### src/rtl/clksel_pkg.sv
package clksel_pkg;
    localparam int REG_W    = 32;
    localparam int FLD_W    = 3;
    localparam int SMPL_LSB = 0;
    localparam int DRV_LSB  = 16;
    localparam int DIV_LSB  = 24;
    localparam int WAKE_BIT = 11;
    localparam int HOLD_BIT = 29;

    typedef struct packed {
        logic [FLD_W-1:0] div;
        logic [FLD_W-1:0] drv;
        logic [FLD_W-1:0] smpl;
    } phase_cfg_t;

    function automatic phase_cfg_t unpack_cfg(input logic [REG_W-1:0] w);
        phase_cfg_t c;
        c.smpl = w[SMPL_LSB +: FLD_W];
        c.drv  = w[DRV_LSB  +: FLD_W];
        c.div  = w[DIV_LSB  +: FLD_W];
        return c;
    endfunction

    function automatic logic [REG_W-1:0] pack_cfg(input phase_cfg_t c, input logic wake);
        logic [REG_W-1:0] w;
        w = '0;
        w[SMPL_LSB +: FLD_W] = c.smpl;
        w[DRV_LSB  +: FLD_W] = c.drv;
        w[DIV_LSB  +: FLD_W] = c.div;
        w[WAKE_BIT]          = wake;
        return w;
    endfunction
endpackage

### src/rtl/clksel_phase_reg.sv
module clksel_phase_reg #(
    parameter clksel_pkg::phase_cfg_t SDR_CFG = '0,
    parameter clksel_pkg::phase_cfg_t DDR_CFG = '0
) (
    input  logic                   clk,
    input  logic                   rst_n,
    input  logic                   wr_en,
    input  clksel_pkg::phase_cfg_t wr_cfg,
    input  logic                   ddr_mode,
    output clksel_pkg::phase_cfg_t cfg,
    output logic                   mode_seen
);
    typedef struct packed {
        clksel_pkg::phase_cfg_t cfg;
        logic                   ddr;
    } st_t;

    st_t st_d, st_q;

    always_comb begin
        st_d = st_q;
        if (wr_en) begin
            st_d.cfg = wr_cfg;
        end else if (ddr_mode != st_q.ddr) begin
            st_d.cfg = ddr_mode ? DDR_CFG : SDR_CFG;
        end
        st_d.ddr = ddr_mode;
    end

    always_ff @(posedge clk or negedge rst_n) begin
        if (!rst_n) begin
            st_q.cfg <= SDR_CFG;
            st_q.ddr <= 1'b0;
        end else begin
            st_q <= st_d;
        end
    end

    assign cfg       = st_q.cfg;
    assign mode_seen = st_q.ddr;
endmodule

### src/rtl/clksel_wake_flag.sv
module clksel_wake_flag (
    input  logic clk,
    input  logic rst_n,
    input  logic set_evt,
    input  logic clr_req,
    input  logic irq_en,
    output logic flag,
    output logic irq
);
    typedef struct packed {
        logic flag;
    } st_t;

    st_t st_d, st_q;

    always_comb begin
        st_d = st_q;
        if (clr_req) begin
            st_d.flag = 1'b0;
        end
        if (set_evt) begin
            st_d.flag = 1'b1;
        end
    end

    always_ff @(posedge clk or negedge rst_n) begin
        if (!rst_n) begin
            st_q <= '0;
        end else begin
            st_q <= st_d;
        end
    end

    assign flag = st_q.flag;
    assign irq  = st_q.flag & irq_en;
endmodule

### src/rtl/clksel_cmd_hold.sv
module clksel_cmd_hold #(
    parameter int CMD_W    = 32,
    parameter int HOLD_BIT = 29,
    parameter int DRV_W    = 3
) (
    input  logic [CMD_W-1:0] cmd_in,
    input  logic [DRV_W-1:0] drv,
    output logic [CMD_W-1:0] cmd_out
);
    logic use_hold;

    always_comb begin
        use_hold = |drv;
        cmd_out  = cmd_in;
        if (use_hold) begin
            cmd_out[HOLD_BIT] = 1'b1;
        end
    end
endmodule

### src/rtl/clksel_ctl.sv
module clksel_ctl #(
    parameter int SDR_SMPL = 2,
    parameter int SDR_DRV  = 0,
    parameter int SDR_DIV  = 1,
    parameter int DDR_SMPL = 3,
    parameter int DDR_DRV  = 2,
    parameter int DDR_DIV  = 1
) (
    input  logic        clk,
    input  logic        rst_n,
    input  logic        reg_wr_en,
    input  logic [31:0] reg_wr_data,
    output logic [31:0] reg_rd_data,
    input  logic        wake_evt,
    input  logic        wake_irq_en,
    output logic        wake_irq,
    input  logic        ddr_mode,
    input  logic [31:0] cmd_in,
    output logic [31:0] cmd_out
);
    import clksel_pkg::*;

    localparam phase_cfg_t SDR_CFG = '{div: FLD_W'(SDR_DIV), drv: FLD_W'(SDR_DRV), smpl: FLD_W'(SDR_SMPL)};
    localparam phase_cfg_t DDR_CFG = '{div: FLD_W'(DDR_DIV), drv: FLD_W'(DDR_DRV), smpl: FLD_W'(DDR_SMPL)};

    phase_cfg_t wr_cfg;
    phase_cfg_t cfg_q;
    logic       mode_q;
    logic       wake_q;
    logic       clr_req;

    assign wr_cfg  = unpack_cfg(reg_wr_data);
    assign clr_req = reg_wr_en & reg_wr_data[WAKE_BIT];

    clksel_phase_reg #(
        .SDR_CFG (SDR_CFG),
        .DDR_CFG (DDR_CFG)
    ) phase_i (
        .clk       (clk),
        .rst_n     (rst_n),
        .wr_en     (reg_wr_en),
        .wr_cfg    (wr_cfg),
        .ddr_mode  (ddr_mode),
        .cfg       (cfg_q),
        .mode_seen (mode_q)
    );

    clksel_wake_flag wake_i (
        .clk     (clk),
        .rst_n   (rst_n),
        .set_evt (wake_evt),
        .clr_req (clr_req),
        .irq_en  (wake_irq_en),
        .flag    (wake_q),
        .irq     (wake_irq)
    );

    clksel_cmd_hold #(
        .CMD_W    (REG_W),
        .HOLD_BIT (HOLD_BIT),
        .DRV_W    (FLD_W)
    ) hold_i (
        .cmd_in  (cmd_in),
        .drv     (cfg_q.drv),
        .cmd_out (cmd_out)
    );

    assign reg_rd_data = pack_cfg(cfg_q, wake_q);
endmodule

### config.mk
export PLATFORM = sky130hd
export DESIGN_NAME = clksel_ctl
export DESIGN_NICKNAME = d
export VERILOG_FILES = /design/src/rtl/clksel_pkg.sv /design/src/rtl/clksel_phase_reg.sv /design/src/rtl/clksel_wake_flag.sv /design/src/rtl/clksel_cmd_hold.sv /design/src/rtl/clksel_ctl.sv
export SDC_FILE = /design/constraint.sdc
export NUM_CORES = 1
export LEC_CHECK = 0
export BUFFER_PORTS_ARGS = -buffer_cell sky130_fd_sc_hd__buf_2
export CELL_PAD_IN_SITES_DETAIL_PLACEMENT = 1
export CELL_PAD_IN_SITES_GLOBAL_PLACEMENT = 1
export CORE_UTILIZATION = 16
export CTS_CLUSTER_SIZE = 25
export DETAILED_ROUTE_END_ITERATION = 7
export GPL_ROUTABILITY_DRIVEN = 1
export PLACE_DENSITY_LB_ADDON = 0.1
export REMOVE_ABC_BUFFERS = 1
export SLEW_MARGIN = 20
export SYNTH_ARGS = -nofsm -noshare
export SYNTH_HDL_FRONTEND = slang
export SYNTH_SLANG_ARGS = --single-unit
### constraint.sdc
create_clock -name clk -period 0.9 [get_ports clk]
set_input_delay 0.09 -clock clk [delete_from_list [all_inputs] [get_ports clk]]
set_output_delay 0.09 -clock clk [all_outputs]
set_load 0.005 [all_outputs]
# After elaboration in Yosys (flattened, before gate mapping)
# Cells that the tools add are included.
# classes
n_eq_ne,1
bitwise,2
mux,6
reduce_logical,3
# ops
op,count
9-bit two-way mux,2
5-bit two-way mux,1
2-bit nonzero test,2
1-bit two-way mux,3
3-bit OR reduction,1
1-bit bitwise AND,2
1-bit inequality test,1
# word_totals
input_bits,70
register_bits,11
wordCells,17
out_inout_bits,65

# Logic depth before layout (Yosys ltp)
# Gate-level depths: netlist (run 1).
# logic_depth
word_depth,3
ltp_mapped,4
ltp_nobuf,3

# By module
# Synthesis (run 1) repeated with hierarchy kept, for this count alone.
# unflattened
cells_unflattened,103
hier_area_um2,889.6
# modules_own_cells
module,n_inst,area_per_inst_um2,cells_each,seq_area_each_um2
clksel_phase_reg,1,424.2,42,252.7
clksel_cmd_hold,1,240.2,32,0.0
clksel_ctl,1,182.7,25,0.0
clksel_wake_flag,1,42.5,4,25.0

# Worst setup path before layout (run 1)
# OpenSTA, ideal clock, no wires.
# synth_path
kind,flip-flop to output port
start,register phase_i.cfg[4] (netlist name)
end,output port cmd_out[29]
required_ns,0.810
arrival_ns,0.909
path_stages_with_launch,2
path_slack_ns,-0.099
path_buffers,0
cell_sequence,dfrtp_1 or4_1
# synth_via
elab_chain_len,2
# synth_lines
item,line_no,source
3-bit OR reduction,clksel_cmd_hold.sv:13,use_hold = |drv;
1-bit two-way mux,clksel_cmd_hold.sv:15,if (use_hold) begin
to (decl),clksel_ctl.sv:19,output logic [31:0] cmd_out
# No other way between the ends.

# Final worst setup path (run 1)
# layout_path
start,register phase_i.cfg[3] (netlist name)
end,output port cmd_out[29]
# layout_via
elab_chain_len,2
# layout_lines
item,line_no
3-bit OR reduction,clksel_cmd_hold.sv:13
1-bit two-way mux,clksel_cmd_hold.sv:15
# No other way between the ends.

==> results of run 1 <==
cells by family after synthesis:
family	count (synthesis)	synth area share
flops	11	0.312
other cells	1	0.00422
compound gates	10	0.0759
buf+inv	56	0.467
xor+xnor	1	0.0183
simple gates	23	0.122
per-layer routing:
metal	global-route usage	vias to the layer above	wire length, um
met5	0	-	0
met4	0.0404	0	17
met3	0.119	2	713
met2	0.0865	83	989
met1	0.114	270	1110
li1	-	258	-
repair_timing:
action	CTS	global route
endpoints found under the setup margin	16	17
gates resized for setup	10	7
pin swaps	8	2
endpoints found under the hold margin	10	0
buffers inserted	4	5
hold buffers	1	0
area by class of cell:
class                           count  area [um2]  area share
Multi-Input combinational cell     56         307       0.311
Sequential cell                    11         279       0.283
Clock buffer                        4        45.0      0.0457
Timing Repair Buffer               38         268       0.272
Tap cell                           70        87.6      0.0888
registers in the layout (all words and copies together), names as in the netlist:
register	count
phase_i.cfg	9
phase_i.mode_seen	1
wake_i.flag	1
synthesized netlist by cell type (all sizes together):
master | number | share of area
o21ai | 5 | 0.028
nor2b | 3 | 0.024
conb | 1 | 0.0042
and2 | 1 | 0.0070
a21oi | 2 | 0.011
nor2 | 4 | 0.017
or4 | 1 | 0.0084
xnor2 | 1 | 0.018
a21o | 1 | 0.0084
o31ai | 2 | 0.028
dfrtp | 9 | 0.25
and2b | 1 | 0.011
dfstp | 2 | 0.059
buf | 56 | 0.47
nand2 | 13 | 0.055
layout by cell type (no fill, tap or decap), types with 2 or more instances in the layout:
master,n
sky130_fd_sc_hd__dfstp_2,2
sky130_fd_sc_hd__nor2b_1,2
sky130_fd_sc_hd__buf_2,23
sky130_fd_sc_hd__buf_4,4
sky130_fd_sc_hd__buf_6,10
sky130_fd_sc_hd__o21ai_1,4
sky130_fd_sc_hd__a21oi_2,2
sky130_fd_sc_hd__nor2_1,4
sky130_fd_sc_hd__nand2_1,13
sky130_fd_sc_hd__conb_1,22
sky130_fd_sc_hd__dfrtp_1,8
sky130_fd_sc_hd__clkbuf_8,3
critical path, delay by kind of cell, from the launching register on:
kind	cells	cell delay (ns)
AND/OR/NAND/NOR	1	0.49
flip-flops	1	0.37
buffers and inverters	1	0.14
per-stage QoR:
| step | total power [uW] | setup TNS, ns | hold slack [ns] | instance area (um2) |
|---|---|---|---|---|
| 6_report | 1380 | -1.36 | 0.0355 | 986 |
| 5_1_grt | 1470 | -2.32 | 0.0353 | 986 |
| 4_1_cts | 1370 | -1.88 | 0.0318 | 931 |
| 3_5_place_dp | 807 | -1.41 | -0.00929 | 803 |
| 3_3_place_gp | 805 | -1.11 | -0.00853 | 803 |
| 2_1_floorplan | 666 | -0.105 | -0.206 | 553 |
how the worst min path moves through the flow:
stage / endpoint / slack [ns] / depth (start not counted)
2_1_floorplan: phase_i.cfg[0]$_DFFE_PN0P_ / -0.21 / 0
3_3_place_gp: phase_i.cfg[8]$_DFFE_PN0P_ / -0.009 / 1
3_5_place_dp: phase_i.cfg[3]$_DFFE_PN0P_ / -0.009 / 1
4_1_cts: wake_i.flag$_DFFE_PN0P_ / 0.03 / 2
5_1_grt: wake_i.flag$_DFFE_PN0P_ / 0.04 / 2
6_report: wake_i.flag$_DFFE_PN0P_ / 0.04 / 2
where the power goes:
group          total [uW]  switching, uW  internal [uW]
Sequential            566           25.5            540
Clock                 490            180            311
Combinational         324            147            177
Total                1380            352           1030
==> run summary, run 1 <==
The data required time at the worst endpoint is 0.81 ns. The initial antenna violation count was 0. The count of unresolved DRC violations after routing is 0.

The internal reg-to-reg setup slack is -0.10 ns. The worst hold path belongs to the class in2reg. The effective utilization at floorplan came out at 0.170.

Of the synthesized area, sequential elements account for 0.312. The power density over the cells came out at 1400 nW/um2. The leakage dissipation is 0.000479 uW. The count of non-filler cells in the finished layout came out at 179. The post-synthesis sequential element count is 11. Counting I/O delays and the setup requirement, the final critical path takes 1.32 ns.

The reg-to-reg critical path endpoint is phase_i.cfg[8]$_DFFE_PN0P_. In this run the core area contains 26 standard-cell rows. The tree is rooted in a sky130_fd_sc_hd__clkbuf_8. The total congestion overflow after global routing came out at 0.

In this run, placement finished with an instance count of 168. The number of H-tree branching levels came out at 1. Tracing the worst setup path back leads to its startpoint at phase_i.cfg[3]$_DFFE_PN0P_. Following the worst setup path forward leads to its endpoint at cmd_out[29].

The die extent in x came out at 76.6 um. Setup repair after global routing could not meet its margin everywhere. The layout net count is 180. During synthesis, Yosys emitted a total of 0 warnings. The maximum number of pins on one net before global-route repair is 20. Between clock sinks in the finished design, the worst skew comes to 0.00224 ns. Dividing the detail-routed wire length by the instance count gives 15.8 um. The vias after detailed routing came out at 613. The worst path arrival time came out at 1.23 ns.

The first detailed-routing pass ran for 4 iterations. Traced cell by cell, the critical path runs through or4_1 > buf_2. The die covers 5860 um2.

The worst ir drop on vdd came out at 0.335 mV. The clock insertion delay at the later pin of the skew report is 0.23 ns. The post-synthesis cell type count came out at 17. The number of top-level pins is 135. The critical path class is reg2out. The final count of negative-setup-slack endpoints is 17. The detailed-route wire length is 2.83 mm. The TritonCTS buffer count came out at 3.

The final max-slew violation count came out at 0. The startpoint identified for the worst register-to-register timing path is phase_i.mode_seen$_DFF_PN0_. The average footprint of a synthesized cell came out at 8.72 um2. STA classifies the critical path endpoint as an output pin. The clock transition at the register clock pins on the worst setup and hold paths after CTS came out at 0.05 ns.

The fraction of layout instances using a drive strength above 1 came out at 0.468. Input and output buffers added on the ports amount to 28. The number of vias per cell came out at 3.42. Timing would allow up to 756 MHz. TritonCTS built the clock tree.

The area growth from synthesis to final layout came out at 10.8%. The all-layer global routing usage is 0.0943. The hold violation count in the final report came out at 0. The largest buffer count on any clock path is 2. The startpoint identified for the worst hold timing path is wake_evt.

The antenna diode instance count came out at 0. The number of global-route vias before repair came out at 599. STA classifies the critical path startpoint as a flop.

The weighted congestion reported at the end of routability-driven placement is 0.648. The setup slack after layout came out at -0.422 ns. The final core area utilization is 0.188. The core area came out at 5240 um2. The largest fanout of any net on the critical path came out at 2. The placed wire-length estimate after detailed placement is 2.19 mm. The count of antenna-violating nets left after detailed routing is 0.

The largest individual stage delay along the critical path comes from the cell sky130_fd_sc_hd__or4_1. The floorplan step set the die height to 76.6 um. The number of design-rule violations left by the first detailed-router iteration is 6. Across the run, the number of max-cap violations was 0. The worst-case reg-to-reg path depth is 3. The cell area after technology mapping is 890 um2. Synthesis handed over a netlist of 102 instances.

On the worst path, the slowest cell contributes a delay of 0.49 ns. The final critical-path share of the clock period is 1.47. Before CTS, the worst setup slack after placement is -0.203 ns. After filler insertion, the fill cell instance count of the layout stands at 630. The first-pass GRT wire length is 3.80 mm. The checks that failed: setup timing. CTS saw 11 sinks. The flow ran to the end, but the final reports show violations.
No activity file was read; power rests on OpenSTA's default activity.
==> run 2, diff against run 1 <==
Settings changed: CORE_UTILIZATION 16 to 17.
Clock period 0.9 ns to 1.35 ns, I/O delays scaled along.
==> run 2 against run 1 <==
Worst hold slack better by 0.029 ns. Sequential power is 34% lower. Clock power is 33% lower. Largest power group unchanged. Worst setup slack improved by 0.39 ns. Global-route usage increased by 1.3 points. The flow still finishes with violations (setup timing). Routed wire length decreased by 2.7%. Sequential cell count stayed put. Critical path depth is the same. Via count is 6.0% lower. Power is 38% lower.
==> run summary, run 2 (synthesized netlist as in run 1, its figures left out) <==
The most frequent standard cell in the layout excluding fill and tap cells is sky130_fd_sc_hd__buf_2 (unchanged). The area growth from synthesis to final layout came to -4.78% (was 10.8%). Violated checks: setup timing (unchanged).

The register containing the most flip-flops in the final layout is phase_i.cfg (unchanged). The vias after detailed routing came to 576 (was 613). The weighted congestion reported at the end of routability-driven placement is 0.563 (was 0.648).

The count of input and output buffers is 28 (unchanged). Subtracting the final worst setup slack from the clock period gives 1.38 ns. The count of non-filler cells in the finished layout came to 169 (was 179). The antenna diode instance count came out at 0 (unchanged). The switching power total came out at 218 uW (was 352 uW). The kind of capture point of the worst setup path is an output pin (unchanged).

The buffer cell driving the clock tree root was sky130_fd_sc_hd__clkbuf_8 (unchanged). The area of the die came out at 5530 um2 (was 5860 um2). The placed instance area came out at 777 um2 (was 803 um2). The maximum number of pins on one net before global-route repair is 20 (unchanged). The clock network fraction of total power came out at 0.384 (was 0.355).

The layout net count is 173 (was 180). The number of instances in the placed design is 162 (was 168). The final max-slew violation count is 0 (unchanged). The sequential power share is 0.440 (was 0.410). The number of H-tree branching levels is 1 (unchanged).

The largest fanout of any net on the critical path is 2 (unchanged). The die extent in x is 74.3 um (was 76.6 um). The clock tree from TritonCTS is built (unchanged). The detailed-route wire length is 2.75 mm (was 2.83 mm).

The highest clock frequency the design can meet came out at 723 MHz. Commonest non-fill, non-tap cells in the layout: sky130_fd_sc_hd__buf_2, sky130_fd_sc_hd__conb_1, sky130_fd_sc_hd__nand2_1 (unchanged). The share of power burned in combinational logic was 0.176 (was 0.234).

The worst ir drop on vdd is 0.496 mV (was 0.335 mV). The post-route total power was 854 uW (was 1380 uW). The initial antenna violation count is 0 (unchanged).

The number of top-level pins is 135 (unchanged). The placed wire-length estimate after detailed placement is 2.13 mm (was 2.19 mm). Run status: complete, but fails checks (unchanged). The power density over the cells came out at 1010 nW/um2 (was 1400 nW/um2). The first-pass GRT wire length came out at 3.96 mm (was 3.80 mm). The aggregate negative setup slack is -0.0330 ns (was -1.36 ns). The total internal power was 637 uW (was 1030 uW).

The data required time at the worst endpoint came out at 1.22 ns (was 0.81 ns). The post-route cell area came out at 847 um2 (was 986 um2). The detail-routed net length per standard cell is 16.3 um (was 15.8 um).

The clock transition at the register clock pins on the worst setup and hold paths after CTS is 0.05 ns (about the same). The number of maximum-capacitance violations is 0 (unchanged). The number of rows created at floorplan came out at 25 (was 26).

The switching share of power came out at 0.255 (about the same). The number of instances resized during post-cts repair is 0 (was 10). The fraction of layout instances using a drive strength above 1 came out at 0.392 (was 0.468).

The final critical-path share of the clock period is 1.02. The number of design-rule violations left by the first detailed-router iteration came out at 17 (was 6). RSZ-0062 raised after global routing: yes (unchanged).

The total number of clock tree sinks came to 11 (unchanged). The count of TritonRoute iterations in the first routing pass came to 2 (was 4). The hold violation count in the final report is 0 (unchanged).

The worst hold path class is in2reg (unchanged). The core area came to 4880 um2 (was 5240 um2). The final count of negative-setup-slack endpoints is 1 (was 17). The TritonCTS buffer count is 3 (unchanged). The count of antenna-violating nets left after detailed routing came to 0 (unchanged). The worst path arrival time is 1.25 ns (was 1.23 ns). The final core area utilization came out at 0.174 (was 0.188).

The critical path class is reg2out (unchanged). The total congestion overflow after global routing is 0 (unchanged). The effective utilization at floorplan is 0.182 (was 0.170).

The final clock skew came out at 0.00226 ns (was 0.00224 ns). The count of unresolved DRC violations after routing is 0 (unchanged). The leakage dissipation came to 0.000425 uW (was 0.000479 uW). The flip-flop count of the largest register, all copies and words added is 9 (unchanged). The category of the worst setup path launch point was a flop (unchanged).

The all-layer global routing usage came to 0.107 (was 0.0943). The vertical die dimension is 74.3 um (was 76.6 um). The largest buffer count on any clock path came out at 2 (unchanged). The number of global-route vias before repair was 619 (was 599).

The clock insertion delay at the later pin of the skew report came out at 0.23 ns (about the same). The number of vias per cell came out at 3.41 (was 3.42). The setup slack after layout came to -0.0330 ns (was -0.422 ns).
[run 2: stage by stage]
stage	setup slack, ns	hold WS (ns)
2_1_floorplan	0.306	-0.161
3_3_place_gp	0.188	0.0376
3_5_place_dp	0.194	0.0356
4_1_cts	-0.0368	0.0498
5_1_grt	-0.0963	0.0585
6_report	-0.0330	0.0643
[run 2: final timing paths]
| kind | from | to | slack (ns) | cells after the start |
|---|---|---|---|---|
| setup reg to reg | phase_i.mode_seen$_DFF_PN0_ | phase_i.cfg[3]$_DFFE_PN0P_ | 0.26 | 3 |
| min in group asynchronous | rst_n | phase_i.mode_seen$_DFF_PN0_ | 0.30 | 2 |
| setup / recovery | phase_i.cfg[3]$_DFFE_PN0P_ | cmd_out[29] | -0.03 | 2 |
| hold / removal | ddr_mode | phase_i.mode_seen$_DFF_PN0_ | 0.06 | 1 |
| max in group asynchronous | rst_n | phase_i.cfg[1]$_DFFE_PN1P_ | 0.78 | 2 |
| hold reg to reg | phase_i.cfg[1]$_DFFE_PN1P_ | phase_i.cfg[1]$_DFFE_PN1P_ | 0.51 | 2 |
[run 2: cell type report]
type	instances	area, um2
sequential	11	278
tap	67	83.8
clock buffer	4	45.0
fill	601	4030
timing repair buffer	31	165
multi-input combinational	56	275
[run 2: routing by layer]
| metal | up-vias | wire length [um] | track usage |
|---|---|---|---|
| met5 | - | 0 | 0.0278 |
| met1 | 259 | 1210 | 0.131 |
| met3 | 0 | 638 | 0.129 |
| met4 | 0 | 0 | 0.0126 |
| li1 | 241 | - | - |
| met2 | 76 | 905 | 0.115 |
[run 2: what timing repair did]
| action | 4_1_cts | 5_1_grt |
|---|---|---|
| setup buffers | 2 | 0 |
| gates cloned | 0 | 0 |
| pin swaps | 1 | 0 |
| hold buffers | 1 | 0 |
| endpoints found under the hold margin | 9 | 0 |
| setup endpoints to repair | 1 | 1 |
[run 2: power by group through the flow]
stage / sequential (uW) / clock [uW] / combinational [uW]
after floorplan: 383 / 0 / 60.9
after global routing: 380 / 373 / 177
final: 376 / 328 / 151
after CTS: 375 / 357 / 154
after detailed placement: 382 / 0 / 143
after global placement: 382 / 0 / 142
[run 2: worst max-delay path, cell delays in order, from the launching register on]
cell and delay (ns):
sky130_fd_sc_hd__dfrtp_1 0.38, sky130_fd_sc_hd__or4_1 0.49, sky130_fd_sc_hd__buf_2 0.14
